### src/rtl/ibr_pkg.sv
// Package: shared state type, command bit positions and host word indices
// for the indirect register access bridge.
package ibr_pkg;
    typedef enum logic [1:0] {
        ST_IDLE = 2'd0,
        ST_BUSY = 2'd1,
        ST_DONE = 2'd2
    } ibr_state_t;

    localparam int BIT_LOAD  = 0;
    localparam int BIT_STORE = 1;
    localparam int BIT_ACK   = 2;
    localparam int BIT_ERR   = 3;
    localparam int BIT_TMO   = 4;

    localparam logic [1:0] WORD_CMD  = 2'd0;
    localparam logic [1:0] WORD_ADDR = 2'd1;
    localparam logic [1:0] WORD_RDAT = 2'd2;
    localparam logic [1:0] WORD_WDAT = 2'd3;
endpackage

### src/rtl/ibr_window.sv
// Module: ibr_window
// Host register window. It holds the address and store-data words,
// returns the selected word combinationally, and emits a one-cycle
// strobe with the low command bits whenever the host writes the command word.
// Assumes AW <= DW and DW >= 5.
module ibr_window
    import ibr_pkg::*;
#(
    parameter int AW = 32,
    parameter int DW = 32
) (
    input  logic          clk,
    input  logic          rst_n,
    input  logic          h_sel,
    input  logic          h_wen,
    input  logic [1:0]    h_word,
    input  logic [DW-1:0] h_wdata,
    output logic [DW-1:0] h_rdata,
    input  logic [DW-1:0] cmd_view,
    input  logic [DW-1:0] rdat_q,
    output logic          cmd_wr,
    output logic [1:0]    cmd_bits,
    output logic [AW-1:0] addr_q,
    output logic [DW-1:0] wdat_q
);
    logic host_wr;

    // Decode a host write strobe.
    assign host_wr  = h_sel && h_wen;
    assign cmd_wr   = host_wr && (h_word == WORD_CMD);
    assign cmd_bits = h_wdata[1:0];

    // Store the address and store-data words on host writes.
    always_ff @(posedge clk) begin
        if (!rst_n) begin
            addr_q <= '0;
            wdat_q <= '0;
        end else if (host_wr) begin
            if (h_word == WORD_ADDR) addr_q <= AW'(h_wdata);
            if (h_word == WORD_WDAT) wdat_q <= h_wdata;
        end
    end

    // Return the selected host word.
    always_comb begin
        unique case (h_word)
            WORD_CMD:  h_rdata = cmd_view;
            WORD_ADDR: h_rdata = DW'(addr_q);
            WORD_RDAT: h_rdata = rdat_q;
            default:   h_rdata = wdat_q;
        endcase
    end
endmodule

### src/rtl/ibr_master.sv
// Module: ibr_master
// Internal bus master. A start pulse latches the kind, address and data of
// the transfer and raises the request. The request is held until one
// acknowledge or until TIMEOUT_CYC cycles elapse. Assumes TIMEOUT_CYC >= 2,
// and that an acknowledge seen while no request is open is ignored.
module ibr_master #(
    parameter int AW          = 32,
    parameter int DW          = 32,
    parameter int TIMEOUT_CYC = 1024
) (
    input  logic          clk,
    input  logic          rst_n,
    input  logic          start,
    input  logic          start_we,
    input  logic [AW-1:0] start_addr,
    input  logic [DW-1:0] start_wdata,
    output logic          m_req,
    output logic          m_we,
    output logic [AW-1:0] m_addr,
    output logic [DW-1:0] m_wdata,
    input  logic          m_ack,
    output logic          done,
    output logic          fail
);
    localparam int            CW    = $clog2(TIMEOUT_CYC);
    localparam logic [CW-1:0] LIMIT = CW'(TIMEOUT_CYC - 1);

    logic [CW-1:0] cnt_q;

    // Completion and abandonment events of the open request.
    assign done = m_req && m_ack;
    assign fail = m_req && !m_ack && (cnt_q == LIMIT);

    // Request register, latched transfer fields and wait counter.
    always_ff @(posedge clk) begin
        if (!rst_n) begin
            m_req   <= 1'b0;
            m_we    <= 1'b0;
            m_addr  <= '0;
            m_wdata <= '0;
            cnt_q   <= '0;
        end else if (start) begin
            m_req   <= 1'b1;
            m_we    <= start_we;
            m_addr  <= start_addr;
            m_wdata <= start_wdata;
            cnt_q   <= '0;
        end else if (m_req) begin
            if (done || fail) m_req <= 1'b0;
            else              cnt_q <= cnt_q + 1'b1;
        end
    end
endmodule

### src/rtl/ibr_ctrl.sv
// Module: ibr_ctrl
// Command state machine. It accepts a single load or store only in idle,
// tracks the acknowledge, error and timeout flags, captures load data, and
// returns to idle on a zero command once the acknowledge is up.
module ibr_ctrl
    import ibr_pkg::*;
#(
    parameter int DW = 32
) (
    input  logic          clk,
    input  logic          rst_n,
    input  logic          cmd_wr,
    input  logic [1:0]    cmd_bits,
    input  logic          done,
    input  logic          fail,
    input  logic [DW-1:0] m_rdata,
    output logic          start,
    output logic          start_we,
    output logic [DW-1:0] cmd_view,
    output logic [DW-1:0] rdat_q,
    output ibr_state_t    state
);
    logic [1:0] kind_q;
    logic       ack_q, err_q, tmo_q;
    logic       single, nonzero;

    // Classify the incoming command bits.
    assign single   = cmd_bits[BIT_LOAD] ^ cmd_bits[BIT_STORE];
    assign nonzero  = |cmd_bits;
    assign start    = (state == ST_IDLE) && cmd_wr && single;
    assign start_we = cmd_bits[BIT_STORE];

    // Host view of the command word.
    assign cmd_view = {{(DW-5){1'b0}}, tmo_q, err_q, ack_q, kind_q};

    // State, flags and load-data capture.
    always_ff @(posedge clk) begin
        if (!rst_n) begin
            state  <= ST_IDLE;
            kind_q <= 2'b00;
            ack_q  <= 1'b0;
            err_q  <= 1'b0;
            tmo_q  <= 1'b0;
            rdat_q <= '0;
        end else begin
            unique case (state)
                ST_IDLE: begin
                    if (cmd_wr) begin
                        if (single) begin
                            state  <= ST_BUSY;
                            kind_q <= cmd_bits;
                        end else if (nonzero) begin
                            err_q <= 1'b1;
                        end else begin
                            err_q <= 1'b0;
                            tmo_q <= 1'b0;
                        end
                    end
                end
                ST_BUSY: begin
                    if (cmd_wr && nonzero) err_q <= 1'b1;
                    if (done) begin
                        state <= ST_DONE;
                        ack_q <= 1'b1;
                        if (kind_q[BIT_LOAD]) rdat_q <= m_rdata;
                    end else if (fail) begin
                        state <= ST_DONE;
                        ack_q <= 1'b1;
                        tmo_q <= 1'b1;
                    end
                end
                default: begin
                    if (cmd_wr) begin
                        if (nonzero) begin
                            err_q <= 1'b1;
                        end else begin
                            state  <= ST_IDLE;
                            kind_q <= 2'b00;
                            ack_q  <= 1'b0;
                            err_q  <= 1'b0;
                            tmo_q  <= 1'b0;
                        end
                    end
                end
            endcase
        end
    end
endmodule

### src/rtl/ibr_bridge.sv
// Module: ibr_bridge
// Top of the indirect register access bridge: host window, command state
// machine and internal bus master. Assumes AW <= DW and TIMEOUT_CYC >= 2.
module ibr_bridge
    import ibr_pkg::*;
#(
    parameter int AW          = 32,
    parameter int DW          = 32,
    parameter int TIMEOUT_CYC = 1024
) (
    input  logic          clk,
    input  logic          rst_n,
    input  logic          h_sel,
    input  logic          h_wen,
    input  logic [1:0]    h_word,
    input  logic [DW-1:0] h_wdata,
    output logic [DW-1:0] h_rdata,
    output logic          m_req,
    output logic          m_we,
    output logic [AW-1:0] m_addr,
    output logic [DW-1:0] m_wdata,
    input  logic          m_ack,
    input  logic [DW-1:0] m_rdata
);
    logic          cmd_wr, start, start_we, done, fail, idle;
    logic [1:0]    cmd_bits;
    logic [AW-1:0] addr_q;
    logic [DW-1:0] wdat_q, cmd_view, rdat_q;
    ibr_state_t    state;

    // Idle indication for the checker.
    assign idle = (state == ST_IDLE);

    ibr_window #(.AW(AW), .DW(DW)) u_win (
        .clk(clk), .rst_n(rst_n), .h_sel(h_sel), .h_wen(h_wen),
        .h_word(h_word), .h_wdata(h_wdata), .h_rdata(h_rdata),
        .cmd_view(cmd_view), .rdat_q(rdat_q), .cmd_wr(cmd_wr),
        .cmd_bits(cmd_bits), .addr_q(addr_q), .wdat_q(wdat_q)
    );

    ibr_ctrl #(.DW(DW)) u_ctrl (
        .clk(clk), .rst_n(rst_n), .cmd_wr(cmd_wr), .cmd_bits(cmd_bits),
        .done(done), .fail(fail), .m_rdata(m_rdata), .start(start),
        .start_we(start_we), .cmd_view(cmd_view), .rdat_q(rdat_q),
        .state(state)
    );

    ibr_master #(.AW(AW), .DW(DW), .TIMEOUT_CYC(TIMEOUT_CYC)) u_mst (
        .clk(clk), .rst_n(rst_n), .start(start), .start_we(start_we),
        .start_addr(addr_q), .start_wdata(wdat_q), .m_req(m_req),
        .m_we(m_we), .m_addr(m_addr), .m_wdata(m_wdata), .m_ack(m_ack),
        .done(done), .fail(fail)
    );
endmodule

### config.mk
export PLATFORM = sky130hd
export DESIGN_NAME = ibr_bridge
export DESIGN_NICKNAME = d
export VERILOG_FILES = /design/src/rtl/ibr_pkg.sv /design/src/rtl/ibr_window.sv /design/src/rtl/ibr_master.sv /design/src/rtl/ibr_ctrl.sv /design/src/rtl/ibr_bridge.sv
export SDC_FILE = /design/constraint.sdc
export NUM_CORES = 1
export LEC_CHECK = 0
export ABC_CLOCK_PERIOD_IN_PS = 3100
export CAP_MARGIN = 20
export CORE_MARGIN = 1
export CORE_UTILIZATION = 54
export CTS_CLUSTER_DIAMETER = 100
export CTS_CLUSTER_SIZE = 30
export DETAILED_ROUTE_END_ITERATION = 10
export PLACE_DENSITY = 0.86
export SYNTH_ARGS = -nofsm -noshare
export SYNTH_HDL_FRONTEND = slang
export SYNTH_SLANG_ARGS = --single-unit
export TNS_END_PERCENT = 5
### constraint.sdc
create_clock -name clk -period 3.1 [get_ports clk]
set_clock_uncertainty 0.1 [all_clocks]
set_input_delay 0.31 -clock clk [delete_from_list [all_inputs] [get_ports clk]]
set_output_delay 0.31 -clock clk [all_outputs]
set_load 0.01 [all_outputs]
======== Yosys cells after proc, flatten, opt, wreduce, memory -nomap -nowiden ========
Cells that the tools add are included.
cells by class
  add/sub/neg operators ................... 1
  eq/ne operators ......................... 15
  multiplexer cells ....................... 31
  bitwise operators ....................... 5
  reductions and logical operators ........ 24
operators with widths
  cell                   number
  $pmux 32 s3            1
  $mux 1                 17
  $mux 2                 8
  $reduce_and 4->1       3
  $add 10x1->10 const B  1
  $eq 10x10->1 const B   1
  $reduce_and 5->1       2
  $logic_and 1x1->1      8
  $ne 2x1->1 const B     4
  $ne 2x2->1 const B     4
  $pmux 2 s2             2
  $pmux 1 s2             3
  $reduce_and 2->1       3
  $eq 2x1->1 const B     2
  $eq 2x2->1 const B     2
  $logic_not 2->1        2
  $not 1->1              4
  $reduce_or 2->1        2
  $ne 3x1->1 const B     1
  $ne 3x3->1 const B     1
  $reduce_and 3->1       1
  $reduce_bool 2->1      1
  $logic_not 1->1        1
  $logic_or 1x1->1       1
  $xor 1x1->1            1
storage, ports and cells
  bits in registers ....................... 179
  input port bits ......................... 71
  output and inout port bits .............. 98
  logic and storage cells ................. 89

======== Longest topological paths before layout ========
Gate-level depths: netlist of the first run.
  word-level depth ........................ 7
  mapped depth ............................ 8

======== Cells and area by module ========
Synthesis of the first run repeated with hierarchy kept, for this count alone.
second synthesis, totals
  cell total of the unflattened synthesis .. 775
  area total of the unflattened synthesis .. 8155.3 um2
by module, submodules not included
  module      instances  cells each  area each (um2)
  ibr_window  1          288         3300.7
  ibr_master  1          272         3020.4
  ibr_ctrl    1          215         1834.3

======== Worst setup path before layout of the first run ========
Ideal clock, no wire load.
  path type ............................... in2out
  from .................................... input h_word[0]
  to ...................................... output h_rdata[15]
  data arrival time ....................... 1.349 ns
  slack ................................... 1.341 ns
  cell stages on the path ................. 4
  buffers on the path ..................... 2
  cells stage by stage .................... buf_4 > clkbuf_1 > mux2_2 > a22o_1
between the ends
  word-level cells in the longest chain between the ends .. 2
RTL lines
  what                                      line              RTL
  start, declared                           ibr_bridge.sv:15  input logic [1:0] h_word,
  $eq 2x2->1, or another cell as far along  ibr_window.sv:46  unique case (h_word)
  $pmux 32 s3 *                             ibr_window.sv:46
  end, declared                             ibr_bridge.sv:17  output logic [DW-1:0] h_rdata,
Every way passes the cells marked *; elsewhere a longest branch is shown, timed or not.

======== Worst setup path in the final report of the first run ========
  from .................................... input h_word[0]
  to ...................................... output h_rdata[12]
Same word-level chain as after synthesis.

==> impl_metrics.tcl, run 1 <==
set metrics [dict create \
    antenna_left 0 \
    postPlaceCellArea_sq_mm 0.00893 \
    final_cell_mix "nand2_1 (329), dfxtp_1 (179), a21oi_1 (171), clkdlybuf4s50_1 (166)" \
    finalHoldViolCount 0 \
    num_vias 6717 \
    synth_area_leaders "dfxtp_1 (50%), nand2_1 (17%), a21oi_1 (12%)" \
    timing.hold.ws_ns 0.328 \
    final_area_sq_mm 0.00950 \
    synth.distinct_cells 41 \
    drv_cap 0 \
    synth_top_area_share_pct 50.1 \
    routedWlPerCell_um 16.4 \
    p_leak_nw 3.25 \
    synthCells 883 \
    internal_power_mw 3.74 \
    path_clk_slew_ns 0.06 \
    irDropWorstVdd_mv 0.385 \
    antenna_found_initial 0 \
    endpoint_kind "primary output" \
    wirelength_um 19900 \
    p_sw_mw 1.02 \
    fin_tns_setup_ns 0 \
    synth_top_cell_by_area "dfxtp_1" \
    seq_area_frac_synth_pct 50.1 \
    cts_buffer_depth 2 \
    postCtsResizedCells 0 \
    critPathMaxFanout 14 \
    required_ns 2.69 \
    path_class "in -> out" \
    min_path_type "in -> reg" \
    p_per_area_mw_per_mm2 500 \
    htreeDepth 4 \
    fmax_ghz 0.411 \
    grt_pass1_vias 6190 \
    first_pass_iters 5 \
    final_util_pct 74.4 \
    synth-edff-count 0 \
    n_fill_cell 939 \
    syn_area_sq_mm 0.00716 \
    tritoncts "yes" \
    vias_per_cell 5.55 \
    insertion_delay_ns 0.43 \
    start_util_pct 56.0 \
    coreArea_sq_mm 0.0128 \
    syn_area_per_cell_sq_um 8.11 \
    gp_congestion 0.868 \
    dp_hpwl_um 12600 \
    drc_errors 0 \
    gr-total-overflow 0 \
    antenna_cells 0 \
    final_common_cell "nand2_1" \
    tightest_slew_ns 0.847 \
    regToRegSetupSlack_ns 1.05 \
    rows 41 \
    seqPwrFrac_pct 49.2 \
    numClockSinks 179 \
    synth_fp_nets 956 \
    async_flop_share_pct 0 \
    p_clk_share_pct 44.4 \
    worstPathArrival_ns 2.02 \
    nets 1098 \
    synth_seq_cells 179 \
    drv_slew 0 \
    ctsRootBufferMaster "clkbuf_16" \
    timing.slew.headroom_pct 43.5 \
    drt_iter0_drc 691 \
    status "finished, final reports clean" \
    grt_max_degree 88 \
    setup_viol 0 \
    area_growth_syn_to_layout_pct 32.8 \
    grt_pass1_wl_um 30600 \
    startpoint_type "primary input" \
    io_pins 169 \
    power_switching_share_pct 21.4 \
    min_period_ns 2.43 \
    synthFlopType "dfxtp_1" \
    rsz0062_at_grt "no" \
    post_cts_buffers 0 \
    period_share_pct 78.4 \
    p_total_mw 4.75 \
    port_buffers 168 \
    cts_hold_buf 0 \
    numCtsBuffers 17 \
    comb_power_share_pct 6.3 \
    dieArea_sq_mm 0.0137 \
    die_x_um 117 \
    die_h_um 117 \
    final_layout_size_suffix_gt1_share_pct 8.67 \
    gr-usage-all-layers_pct 29.7 \
    yosysWarnings 0 \
]
[cells by family after synthesis]
group / count (synthesis) / synth area share (%)
xor+xnor: 3 / 0.367
mux: 35 / 6.24
fa+ha+maj: 2 / 0.350
flops: 179 / 50.1
buf+inv: 74 / 5.00
compound gates: 213 / 16.7
simple gates: 377 / 21.3
[metal layers]
metal  routed length, um  share of wire (%)  GRT usage [%]  vias up
li1                    -                  -              -     3232
met1                8100                 41           37.7     3137
met2                9690                 49           49.3      312
met3                1690                8.5           6.69       36
met4                 382                1.9           11.2        0
met5                   0                  0              0        -
[cell usage after synthesis (2+ instances only)]
master,count
and4_1,2
dfxtp_1,179
nand4_1,3
buf_6,6
nor3_1,5
buf_1,3
buf_4,2
nor2b_1,3
mux4_2,5
a22o_1,27
buf_2,22
a21oi_1,171
o31ai_1,4
or4_1,3
mux2i_1,3
xor2_1,2
o21ai_0,5
mux2_2,27
nand2_1,330
ha_1,2
clkbuf_1,34
nor2_1,12
inv_1,7
nand3_1,5
and3_1,5
[final timing paths]
kind                                       start  cells after the start                        endpoint
setup / recovery                       h_word[0]                      5                     h_rdata[12]
hold / removal                       m_rdata[22]                      3  u_ctrl.rdat_q[22]$_SDFFE_PN0P_
setup reg to reg    u_ctrl.state[0]$_SDFFE_PN0P_                      4   u_ctrl.rdat_q[6]$_SDFFE_PN0P_
hold reg to reg   u_ctrl.rdat_q[19]$_SDFFE_PN0P_                      2  u_ctrl.rdat_q[19]$_SDFFE_PN0P_
[sequential cells by signal, summed over array words and instances, names as in the netlist, 2 cells and up]
name and cells:
u_ctrl.kind_q 2, u_ctrl.rdat_q 32, u_ctrl.state 2, u_mst.cnt_q 10, u_mst.m_addr 32, u_mst.m_wdata 32, u_win.addr_q 32, u_win.wdat_q 32
[final cells by class]
type | instances | area [sq um] | share of cell area (%)
Clock buffer | 28 | 507 | 5.33
Clock inverter | 4 | 70.1 | 0.737
Inverter | 7 | 28.8 | 0.303
Multi-Input combinational cell | 630 | 3230 | 33.9
Sequential cell | 179 | 3580 | 37.7
Tap cell | 172 | 215 | 2.26
Timing Repair Buffer | 190 | 1870 | 19.7
[critical path: stages]
cell             delay (ns)
buf_2                  0.31
buf_4                  0.34
mux2_2                 0.37
a22o_1                 0.20
clkdlybuf4s50_1        0.48
[power groups by stage]
stage | Clock, mW | Combinational, mW | Sequential, mW
2_1_floorplan | 0 | 0.139 | 2.38
3_3_place_gp | 0 | 0.292 | 2.39
3_5_place_dp | 0 | 0.294 | 2.39
4_1_cts | 2.13 | 0.299 | 2.34
5_1_grt | 2.23 | 0.321 | 2.34
6_report | 2.11 | 0.302 | 2.34
[through the flow]
step / cells / worst slack (ns)
2_1_floorplan: 883 / 1.34
3_3_place_gp: 1178 / 0.469
3_5_place_dp: 1178 / 0.331
4_1_cts: 1210 / 0.673
5_1_grt: 1210 / 0.616
6_report: 1210 / 0.670
(Power assumes the default switching activity.)
==> run 2, diff against run 1 <==
Settings changed: ABC_CLOCK_PERIOD_IN_PS 3100 to 2200, CORE_UTILIZATION 54 to 45, PLACE_DENSITY 0.86 to 0.76.
Clock period 3.1 ns to 2.2 ns, I/O delays scaled along.
==> run 2 against run 1 <==
Against the previous run:
- clock power is 36% higher
- power is 39% higher
- sequential cell count stayed put
- sequential power is 41% higher
- worst hold slack worse by 0.091 ns
==> impl_metrics.tcl, run 2 (same netlist as run 1, synthesis figures left out) <==
set metrics [dict create \
    antenna_left 0 \
    wirelength_um 19900 \
    path_class "reg -> out" \
    postPlaceCellArea_sq_mm 0.00913 \
    drv_slew 0 \
    timing.slew.headroom_pct 66.9 \
    n_fill_cell 1342 \
    drt_iter0_drc 530 \
    p_leak_nw 3.32 \
    postCtsResizedCells 0 \
    dieArea_sq_mm 0.0164 \
    period_share_pct 95.6 \
    preCtsSetupSlack_ns -0.104 \
    start_util_pct 46.6 \
    tritoncts "yes" \
    ctsRootBufferMaster "clkbuf_16" \
    coreArea_sq_mm 0.0154 \
    gp_congestion 0.861 \
    post_cts_buffers 0 \
    htreeDepth 4 \
    die_x_um 128 \
    vias_per_cell 5.29 \
    first_pass_iters 5 \
    worst_slack_ns 0.0957 \
    final_common_cell "nand2_1" \
    antenna_found_initial 0 \
    grt_max_degree 57 \
    regToRegSetupSlack_ns 0.40 \
    final_layout_size_suffix_gt1_share_pct 9.64 \
    setup_viol 0 \
    rows 45 \
    die_h_um 128 \
    grt_pass1_wl_um 31800 \
    worstPathArrival_ns 1.78 \
    gr-usage-all-layers_pct 25.0 \
    drv_cap 0 \
    fmax_ghz 0.475 \
    grt_pass1_vias 6161 \
    cts_buffer_depth 2 \
    rsz0062_at_grt "no" \
    nets 1109 \
    insertion_delay_ns 0.43 \
    io_pins 169 \
    num_vias 6666 \
    antenna_cells 0 \
    final_cell_mix "nand2_1 (329), dfxtp_1 (179), a21oi_1 (171), clkdlybuf4s50_1 (166)" \
    min_period_ns 2.10 \
    p_per_area_mw_per_mm2 682 \
    numCtsBuffers 17 \
    required_ns 1.88 \
    final_area_sq_mm 0.00968 \
    port_buffers 168 \
    min_path_type "in -> reg" \
    finalHoldViolCount 0 \
    endpoint_kind "primary output" \
    path_clk_slew_ns 0.06 \
    timing.hold.ws_ns 0.237 \
    gr-total-overflow 0 \
    status "finished, final reports clean" \
    drc_errors 0 \
    startpoint_type "flop" \
    irDropWorstVdd_mv 0.579 \
    tightest_slew_ns 0.492 \
    cts_hold_buf 0 \
    numClockSinks 179 \
    dp_hpwl_um 13300 \
    area_growth_syn_to_layout_pct 35.3 \
    routedWlPerCell_um 15.8 \
    critPathMaxFanout 4 \
]
-- run 2: cell types whose count changed in the layout (fill, tap and decap cells not counted) --
cell,before,now
buf_12,3,9
buf_4,19,24
bufinv_16,2,1
clkbuf_1,7,6
clkinvlp_4,0,1
-- run 2: per-stage QoR --
stage	util [%]	power, mW	std cells	TNS, ns
after detailed placement	59.4	3.81	1228	-4.65
after global placement	59.4	3.80	1228	-0.912
after global routing	63.0	6.83	1259	0
after floorplan	-	3.55	883	0
after CTS	63.0	6.64	1259	0
final	63.0	6.61	1259	0
-- run 2: where the power goes --
group / internal, mW / leakage [nW] / switching, mW
sequential: 3.27 / 1.44 / 0.0262
clock: 1.67 / 0.267 / 1.20
combinational: 0.219 / 1.60 / 0.223
total: 5.16 / 3.32 / 1.44
-- run 2: cell type report --
cell class                      instances  area [sq um]  area share [%]
Timing Repair Buffer                  201          2030            21.0
Sequential cell                       179          3580            37.0
Multi-Input combinational cell        630          3230            33.3
Tap cell                              211           264            2.73
Inverter                                7          28.8           0.297
Clock buffer                           27           503            5.19
Clock inverter                          4          47.5           0.491
-- run 2: final timing paths --
| kind | depth (start not counted) | end | startpoint |
|---|---|---|---|
| max | 2 | h_rdata[0] | u_ctrl.kind_q[0]$_SDFFE_PN0P_ |
| min | 3 | u_ctrl.rdat_q[31]$_SDFFE_PN0P_ | m_rdata[31] |
| max reg2reg | 5 | u_ctrl.rdat_q[6]$_SDFFE_PN0P_ | u_ctrl.state[0]$_SDFFE_PN0P_ |
| min reg2reg | 2 | u_ctrl.rdat_q[31]$_SDFFE_PN0P_ | u_ctrl.rdat_q[31]$_SDFFE_PN0P_ |
-- run 2: per-layer routing --
layer / track usage (%) / share of wire (%) / vias to the layer above
met4: 9.41 / 1.9 / 0
met3: 4.63 / 6.5 / 30
met2: 40.1 / 47 / 257
li1: - / - / 3265
met1: 33.3 / 44 / 3114
met5: 0 / 0 / -
-- run 2: critical path, cell delays in order, from the launching register on --
cell and delay (ns):
dfxtp_1 0.35, mux4_2 0.50, clkdlybuf4s50_1 0.51
==> run 3, diff against run 2 <==
Settings changed: CELL_PAD_IN_SITES_DETAIL_PLACEMENT set to 2, CELL_PAD_IN_SITES_GLOBAL_PLACEMENT set to 2, CORE_UTILIZATION 45 to 26, PLACE_DENSITY 0.76 to not set, PLACE_DENSITY_LB_ADDON set to 0.1.
==> run 3 against run 2 <==
Against the previous run:
- sequential share of layout area shrank 1.0 points
- clock-buffer cell count shrank 8
- wire length grew 33%
- sequential cell count is the same
- die area grew 72%
- critical path depth is the same
- non-clock buffer count grew 6
- first-iteration DRC count shrank 48%
- setup slack gained 0.014 ns
- power grew 2.4%
- critical endpoint unchanged
- largest power group unchanged
==> impl_metrics.tcl, run 3 (same netlist as run 1, synthesis figures left out) <==
set metrics [dict create \
    grt_pass1_vias 7246 \
    drv_slew 0 \
    die_h_um 168 \
    dp_hpwl_um 18000 \
    antenna_cells 0 \
    cts_buffer_depth 2 \
    period_share_pct 95.0 \
    tritoncts "yes" \
    post_cts_buffers 0 \
    final_cell_mix "nand2_1 (329), dfxtp_1 (179), a21oi_1 (171), clkdlybuf4s50_1 (166)" \
    htreeDepth 4 \
    final_layout_size_suffix_gt1_share_pct 11.0 \
    area_growth_syn_to_layout_pct 39.2 \
    min_period_ns 2.09 \
    n_fill_cell 3073 \
    rows 60 \
    tightest_slew_ns 0.596 \
    gp_congestion 0.726 \
    start_util_pct 26.6 \
    insertion_delay_ns 0.43 \
    antenna_left 0 \
    wirelength_um 26500 \
    ctsRootBufferMaster "clkbuf_16" \
    regToRegSetupSlack_ns 0.43 \
    irDropWorstVdd_mv 0.485 \
    postCtsResizedCells 0 \
    finalHoldViolCount 0 \
    p_leak_nw 3.36 \
    worstPathArrival_ns 1.77 \
    path_class "reg -> out" \
    nets 1115 \
    fmax_ghz 0.478 \
    cts_hold_buf 0 \
    status "finished, final reports clean" \
    drc_errors 0 \
    gr-total-overflow 0 \
    p_per_area_mw_per_mm2 679 \
    grt_max_degree 45 \
    final_common_cell "nand2_1" \
    timing.hold.ws_ns 0.229 \
    startpoint_type "flop" \
    worst_slack_ns 0.110 \
    routedWlPerCell_um 18.9 \
    coreArea_sq_mm 0.0270 \
    path_clk_slew_ns 0.07 \
    min_path_type "in -> reg" \
    num_vias 6711 \
    drt_iter0_drc 275 \
    die_x_um 168 \
    timing.slew.headroom_pct 59.9 \
    dieArea_sq_mm 0.0282 \
    endpoint_kind "primary output" \
    setup_viol 0 \
    antenna_found_initial 0 \
    numCtsBuffers 17 \
    first_pass_iters 4 \
    port_buffers 168 \
    final_util_pct 37.0 \
    gr-usage-all-layers_pct 19.2 \
    numClockSinks 179 \
    preCtsSetupSlack_ns -0.0525 \
    vias_per_cell 4.81 \
    drv_cap 0 \
    rsz0062_at_grt "no" \
    grt_pass1_wl_um 41600 \
    io_pins 169 \
    critPathMaxFanout 4 \
    required_ns 1.88 \
]
==> run 3: cell types whose count changed in the layout (fill, tap and decap cells not counted), moves of 2 or more <==
| cell | before | now |
|---|---|---|
| buf_12 | 9 | 13 |
| clkbuf_8 | 4 | 0 |
| buf_4 | 24 | 26 |
| clkbuf_1 | 6 | 2 |
| inv_6 | 0 | 5 |
| clkinvlp_4 | 1 | 4 |
| and3_1 | 5 | 3 |
| and3_2 | 0 | 2 |
==> run 3: power by group <==
part	total, mW	switching, mW	internal (mW)
clock network	2.98	1.41	1.58
logic	0.493	0.255	0.238
registers	3.29	0.0231	3.27
==> run 3: metrics by stage <==
| stage | area, sq um | power [mW] | cells | setup TNS, ns |
|---|---|---|---|---|
| floorplan | 7160 | 3.55 | 883 | 0 |
| global placement | 9410 | 3.86 | 1364 | -0.000105 |
| detailed placement | 9410 | 3.86 | 1364 | -1.44 |
| CTS | 9960 | 6.87 | 1396 | 0 |
| global route | 9960 | 7.03 | 1396 | 0 |
| finish | 9960 | 6.77 | 1396 | 0 |
==> run 3: worst paths after layout <==
| check | from | end | depth (start not counted) |
|---|---|---|---|
| min | m_rdata[8] | u_ctrl.rdat_q[8]$_SDFFE_PN0P_ | 3 |
| max | u_ctrl.kind_q[0]$_SDFFE_PN0P_ | h_rdata[0] | 2 |
| min reg2reg | u_ctrl.rdat_q[24]$_SDFFE_PN0P_ | u_ctrl.rdat_q[24]$_SDFFE_PN0P_ | 2 |
| max reg2reg | u_mst.cnt_q[0]$_SDFFE_PP0P_ | u_mst.cnt_q[1]$_SDFFE_PP0P_ | 5 |
==> run 3: cell type report <==
| cell class | count | area (sq um) | share of cell area (%) |
|---|---|---|---|
| clock buffer | 19 | 433 | 4.35 |
| clock inverter | 13 | 123 | 1.23 |
| multi-input combinational | 630 | 3240 | 32.5 |
| timing repair buffer | 207 | 2130 | 21.4 |
| sequential | 179 | 3580 | 36.0 |
| tap | 341 | 427 | 4.28 |
| inverter | 7 | 28.8 | 0.289 |
==> run 3: routing by layer <==
metal	global-route usage [%]	up-vias	part of all wire, %
met5	0	-	0
met4	3.95	0	0.68
met3	2.84	12	2.8
met2	32.9	105	48
met1	25.6	3334	49
li1	-	3260	-
==> run 3: critical path, stage by stage (launching register included) <==
cell and delay (ns):
dfxtp_1 0.35, mux4_2 0.49, clkdlybuf4s50_1 0.50
